### src/rtl/rx_irq_pkg.sv
package rx_irq_pkg;

  // strobes from control to the timer datapath
  typedef struct packed {
    logic timerClr;
    logic timerRun;
  } tmrCtl_t;

  // conditions reported back by the datapath
  typedef struct packed {
    logic timerHit;
    logic fifoEmpty;
    logic atTrig;
  } dpStat_t;

  typedef enum logic [3:0] {
    ID_NONE = 4'h1,
    ID_DATA = 4'h4,
    ID_LINE = 4'h6,
    ID_TMO  = 4'hC
  } irqId_e;

endpackage

### src/rtl/rx_irq_dp.sv
module rx_irq_dp
  import rx_irq_pkg::*;
#(
  parameter int CNT_W         = 5,
  parameter int TICKS_PER_BIT = 16,
  parameter int TMO_CHARS     = 4
) (
  input  logic             clk,
  input  logic             rstN,
  input  tmrCtl_t          ctl,
  input  logic [1:0]       dataBits,
  input  logic             parityEn,
  input  logic             twoStop,
  input  logic [CNT_W-1:0] fifoCount,
  input  logic [CNT_W-1:0] trigLevel,
  output dpStat_t          stat
);

  localparam int MAX_FRAME = 12;
  localparam int TMR_W     = $clog2(TMO_CHARS * TICKS_PER_BIT * MAX_FRAME + 1);
  localparam int PER_FRAME = TMO_CHARS * TICKS_PER_BIT;
  localparam bit POW2      = (PER_FRAME & (PER_FRAME - 1)) == 0;
  localparam int SHIFT     = $clog2(PER_FRAME);

  logic [3:0]       frameBits;
  logic [TMR_W-1:0] threshold;
  logic [TMR_W-1:0] tmr;

  // start + 5 data + 1 stop = 7, plus the programmable extras
  always_comb begin
    frameBits = 4'd7 + {2'b00, dataBits} + {3'b000, parityEn} + {3'b000, twoStop};
  end

  generate
    if (POW2) begin : g_shift
      always_comb threshold = TMR_W'(frameBits) << SHIFT;
    end else begin : g_mult
      always_comb threshold = TMR_W'(frameBits) * TMR_W'(PER_FRAME);
    end
  endgenerate

  always_ff @(posedge clk) begin
    if (!rstN) begin
      tmr <= '0;
    end else if (ctl.timerClr) begin
      tmr <= '0;
    end else if (ctl.timerRun && (tmr < threshold)) begin
      tmr <= tmr + TMR_W'(1);
    end
  end

  always_comb begin
    stat.timerHit  = (tmr >= threshold);
    stat.fifoEmpty = (fifoCount == '0);
    stat.atTrig    = (fifoCount >= trigLevel);
  end

  // a clear strobe leaves the timer at zero
  a_r6_timer_clear: assert property (@(posedge clk) disable iff (!rstN)
    ctl.timerClr |=> (tmr == '0));

  // one tick advances the timer by exactly one below the limit
  a_r5_timer_step: assert property (@(posedge clk) disable iff (!rstN)
    (!ctl.timerClr && ctl.timerRun && (tmr < threshold))
      |=> (tmr == $past(tmr) + TMR_W'(1)));

  // without a tick the timer never advances
  a_r5_no_tick_hold: assert property (@(posedge clk) disable iff (!rstN)
    (!ctl.timerClr && !ctl.timerRun) |=> $stable(tmr));

endmodule

### src/rtl/rx_irq_ctrl.sv
module rx_irq_ctrl
  import rx_irq_pkg::*;
(
  input  logic     clk,
  input  logic     rstN,
  input  logic     fifoEn,
  input  logic     rxDataIe,
  input  logic     rxLineIe,
  input  logic     charIn,
  input  logic     hostRead,
  input  logic     lineErr,
  input  logic     baudTick,
  input  dpStat_t  stat,
  output tmrCtl_t  ctl,
  output logic     dataAvailIrq,
  output logic     timeoutIrq,
  output logic     dataReady,
  output logic [3:0] irqId
);

  logic active;
  logic toPend;
  logic timerHold;
  logic activity;
  irqId_e idSel;

  always_comb begin
    active    = fifoEn & rxDataIe & rxLineIe;
    timerHold = ~fifoEn | stat.fifoEmpty;
    activity  = charIn | hostRead;
  end

  // timer strobes: while pending only a read restarts it
  always_comb begin
    ctl.timerClr = timerHold | hostRead | (charIn & ~toPend);
    ctl.timerRun = baudTick & ~toPend;
  end

  always_ff @(posedge clk) begin
    if (!rstN) begin
      toPend <= 1'b0;
    end else if (timerHold) begin
      toPend <= 1'b0;
    end else if (toPend) begin
      if (hostRead) toPend <= 1'b0;
    end else if (stat.timerHit && !activity) begin
      toPend <= 1'b1;
    end
  end

  always_ff @(posedge clk) begin
    if (!rstN) begin
      dataReady <= 1'b0;
    end else if (charIn) begin
      dataReady <= 1'b1;
    end else if (stat.fifoEmpty) begin
      dataReady <= 1'b0;
    end
  end

  always_comb begin
    dataAvailIrq = active & stat.atTrig;
    timeoutIrq   = active & toPend;
    if (!active)           idSel = ID_NONE;
    else if (lineErr)      idSel = ID_LINE;
    else if (stat.atTrig)  idSel = ID_DATA;
    else if (toPend)       idSel = ID_TMO;
    else                   idSel = ID_NONE;
    irqId = idSel;
  end

  // a stored character always shows as ready
  a_r4_ready_set: assert property (@(posedge clk) disable iff (!rstN)
    charIn |=> dataReady);

  // an empty FIFO without a new character drops ready
  a_r4_ready_clear: assert property (@(posedge clk) disable iff (!rstN)
    (stat.fifoEmpty && !charIn) |=> !dataReady);

  // one read clears a pending time-out
  a_r7_read_clears: assert property (@(posedge clk) disable iff (!rstN)
    (toPend && hostRead) |=> !toPend);

  // a new character does not disturb a pending time-out
  a_r7_char_keeps: assert property (@(posedge clk) disable iff (!rstN)
    (toPend && !hostRead && !timerHold) |=> toPend);

  // empty FIFO or FIFO mode off drops the pending time-out
  a_r8_hold_drops: assert property (@(posedge clk) disable iff (!rstN)
    timerHold |=> !toPend);

  // a time-out only starts after the timer reached its limit
  a_r5_rise_on_hit: assert property (@(posedge clk) disable iff (!rstN)
    $rose(toPend) |-> $past(stat.timerHit));

endmodule

### src/rtl/rx_irq_ctl.sv
module rx_irq_ctl
  import rx_irq_pkg::*;
#(
  parameter int CNT_W         = 5,
  parameter int TICKS_PER_BIT = 16,
  parameter int TMO_CHARS     = 4
) (
  input  logic             clk,
  input  logic             rstN,
  input  logic             fifoEn,
  input  logic             rxDataIe,
  input  logic             rxLineIe,
  input  logic [CNT_W-1:0] fifoCount,
  input  logic [CNT_W-1:0] trigLevel,
  input  logic             charIn,
  input  logic             hostRead,
  input  logic             lineErr,
  input  logic [1:0]       dataBits,
  input  logic             parityEn,
  input  logic             twoStop,
  input  logic             baudTick,
  output logic             dataAvailIrq,
  output logic             timeoutIrq,
  output logic             dataReady,
  output logic [3:0]       irqId
);

  tmrCtl_t tCtl;
  dpStat_t dStat;

  rx_irq_dp #(
    .CNT_W        (CNT_W),
    .TICKS_PER_BIT(TICKS_PER_BIT),
    .TMO_CHARS    (TMO_CHARS)
  ) u_dp (
    .clk      (clk),
    .rstN     (rstN),
    .ctl      (tCtl),
    .dataBits (dataBits),
    .parityEn (parityEn),
    .twoStop  (twoStop),
    .fifoCount(fifoCount),
    .trigLevel(trigLevel),
    .stat     (dStat)
  );

  rx_irq_ctrl u_ctrl (
    .clk         (clk),
    .rstN        (rstN),
    .fifoEn      (fifoEn),
    .rxDataIe    (rxDataIe),
    .rxLineIe    (rxLineIe),
    .charIn      (charIn),
    .hostRead    (hostRead),
    .lineErr     (lineErr),
    .baudTick    (baudTick),
    .stat        (dStat),
    .ctl         (tCtl),
    .dataAvailIrq(dataAvailIrq),
    .timeoutIrq  (timeoutIrq),
    .dataReady   (dataReady),
    .irqId       (irqId)
  );

  // disabled block raises nothing
  a_r1_quiet_when_off: assert property (@(posedge clk) disable iff (!rstN)
    !(fifoEn && rxDataIe && rxLineIe) |-> (!dataAvailIrq && !timeoutIrq && irqId == 4'h1));

endmodule

### config.mk
export PLATFORM = sky130hd
export DESIGN_NAME = rx_irq_ctl
export DESIGN_NICKNAME = d
export VERILOG_FILES = /design/src/rtl/rx_irq_pkg.sv /design/src/rtl/rx_irq_dp.sv /design/src/rtl/rx_irq_ctrl.sv /design/src/rtl/rx_irq_ctl.sv
export SDC_FILE = /design/constraint.sdc
export NUM_CORES = 1
export LEC_CHECK = 0
export ABC_AREA = 1
export BUFFER_PORTS_ARGS = -buffer_cell sky130_fd_sc_hd__buf_2
export CAP_MARGIN = 25
export CELL_PAD_IN_SITES_DETAIL_PLACEMENT = 1
export CELL_PAD_IN_SITES_GLOBAL_PLACEMENT = 2
export CORE_ASPECT_RATIO = 1.75
export CORE_MARGIN = 2
export CORE_UTILIZATION = 29
export CTS_CLUSTER_DIAMETER = 60
export DETAILED_ROUTE_END_ITERATION = 12
export PLACE_DENSITY = 0.91
export SYNTH_ARGS = -nofsm -noshare
export SYNTH_HDL_FRONTEND = slang
export SYNTH_SLANG_ARGS = --single-unit
### constraint.sdc
create_clock -name clk -period 5.7 [get_ports clk]
set_clock_uncertainty 0.15 [all_clocks]
set_input_delay 1.14 -clock clk [delete_from_list [all_inputs] [get_ports clk]]
set_output_delay 1.14 -clock clk [all_outputs]
set_load 0.05 [all_outputs]
==> results.toml <==
[outcome]
status = "finished clean"

[worst_setup_path]
critPathMaxFanout = 2
cp.required_ns = 4.41
critical_path_class = "input pin to primary output"
critPathArrivalTime_ns = 2.40
cp-end-kind = "primary output"
start_kind = "input pin"

[floorplanning]
start_util_pct = 29.84
core_area_um2 = 3556
chipHeight_um = 84.02
die-area_um2 = 4178
io_pins = 30
row_count = 29
die_x_um = 49.73

[clock_network]
clock_sinks = 12
clk_path_buf_depth = 2
cts_hold_buf = 0
cts_tree = "built"
h-tree-depth = 1
cts_resized = 0
root_buffer = "clkbuf_8"
cts.reportedPaths.clkPinSlew_ns = 0.05
cts_setup_buffers = 0
cts_buffers = 3
insertion_delay_ns = 0.24

[detailed_routing]
viasPerCell = 4.764
vias = 1110
drcViolationCount = 0
wl_um = 2842
drt-initial-drc-count = 10
dr.pass1.iters = 4
wl_per_cell_um = 12.20
ant_nets = 0

[cells_and_area]
fin_cells = 233
post-route-util_pct = 36.70
nets = 228
stdcell_area_um2 = 1305
antenna_cells = 0
drive_above_1_share_pct = 22.99
area_growth_pct = 23.00

[synth]
netlist_instances = 155
ys_seq_area_share_pct = 22.64
netlist_top_cells_count = "nand2_1, inv_1, a21oi_1"
synth_ff_type = "dfxtp_1"
ys_warn_count = 0
syn_nets = 194
syn_avg_cell_area_um2 = 6.845
synth_top_area_share_pct = 22.64
synth_area_um2 = 1061
synth-seq-cells = 12
synth.most_common_cell = "nand2_1"
synth_area_leader_cell = "dfxtp_1"
synth_edf_count = 0
synth_cell_types = 22
async_flop_share_pct = 0
synth_area_leaders = "dfxtp_1, ha_1, nand2_1, inv_1, a21oi_1"

[sta]
rsz0062_at_grt = "false"
finalSetupTns_ns = 0
setup_viol = 0
worst_slew_pin_slew_ns = 0.2675
setup_slack_ns = 2.013
slew_violations = 0
period_minus_slack_ns = 3.687
hold_ws_ns = 0.3556
hold_viol_final = 0
relSlewSlack_pct = 82.29
fmaxAchievable_mhz = 271.2
min_period_over_period_pct = 64.69

[pwr]
power_leakage_nw = 0.6752
vdd_drop_max_mv = 0.08238
p_total_uw = 211.3
p_per_area_nw_per_um2 = 161.9

[grt]
use_met2_pct = 32.00
grt_pass1_vias = 1175
use_met3_pct = 1.434
use_met1_pct = 11.62
antenna_found_initial = 0
grt_max_degree = 11
grt-busiest-layer = "met2"
overflow = 0
grt_pass1_wl_um = 4774
grt_usage_pct = 14.62

[hold_path]
worstHoldPathType = "flop to flop"

[placed_design]
port_buffers = 29
dpl.hpwl_um = 2520
post-place-ws_ns = 1.988
place_area_um2 = 1264
globalplace.congestion = 0.8052
place_inst = 230

[job]
maxCapViolations = 0
-- placed cells by master (no fill, tap or decap), drive strengths merged --
cell type	synthesis	layout
a21oi	18	18
and3	1	1
buf	0	29
clkbuf	0	3
dfxtp	12	12
fa	1	1
ha	15	15
inv	32	32
nand2	39	39
nand3	8	8
nand3b	1	1
nand4	2	2
nor2	16	16
nor3	3	3
o21ai	2	2
xnor2	1	1
xor2	4	4
-- metal layers --
layer  vias to the layer above  wire length, um
li1                        551                -
met1                       534              920
met2                        20             1805
met3                         5               56
met4                         0               61
met5                         -                0
-- sequential cells by signal, indices dropped and copies added, names as in the netlist --
signal and count:
u_ctrl.toPend 1, u_ctrl.dataReady 1, u_dp.tmr 10
-- worst paths after layout --
kind / to / slack, ns / depth (start not counted) / startpoint
setup / recovery: irqId[0] / 2.01 / 8 / fifoCount[2]
hold reg to reg: u_ctrl.dataReady / 0.36 / 2 / u_ctrl.dataReady
hold / removal: u_ctrl.dataReady / 0.36 / 2 / u_ctrl.dataReady
setup reg to reg: u_dp.tmr[6] / 3.96 / 9 / u_dp.tmr[8]
-- where the power goes --
| part | leakage [nW] | internal (mW) | total [mW] | switching, mW |
|---|---|---|---|---|
| registers | 0.0970 | 0.0847 | 0.0851 | 0.000443 |
| logic | 0.557 | 0.0192 | 0.0489 | 0.0297 |
| clock network | 0.0216 | 0.0465 | 0.0772 | 0.0307 |
| total | 0.675 | 0.150 | 0.211 | 0.0609 |
-- cells by family (layout without fill, tap and decap cells) --
logic type                 after synthesis  count (layout)  synth area share, %
AOI/OAI and AO/OA                       20              20                10.14
buffers and inverters                   32              64                11.32
and+or+nand+nor                         70              70                32.19
xor gates and xnor gates                 5               5                4.127
DFF                                     12              12                22.64
adders and majority gates               16              16                19.58
-- cell type report --
type                    count  area [um2]
fillers                   492        2251
well taps                  46       57.56
clock buffers               3       41.29
inverters                  32       120.1
repair buffers             29       145.1
multi-input cells         111       700.7
flip-flops and latches     12       240.2
-- worst max-delay path, cell delays in order --
cell and delay, ns:
buf_2 0.11, ha_1 0.32, a21oi_1 0.15, o21ai_0 0.10, nor2_1 0.13, nor2_1 0.06
nor2_1 0.11, buf_2 0.28
Power figures use the tool's default switching activity.
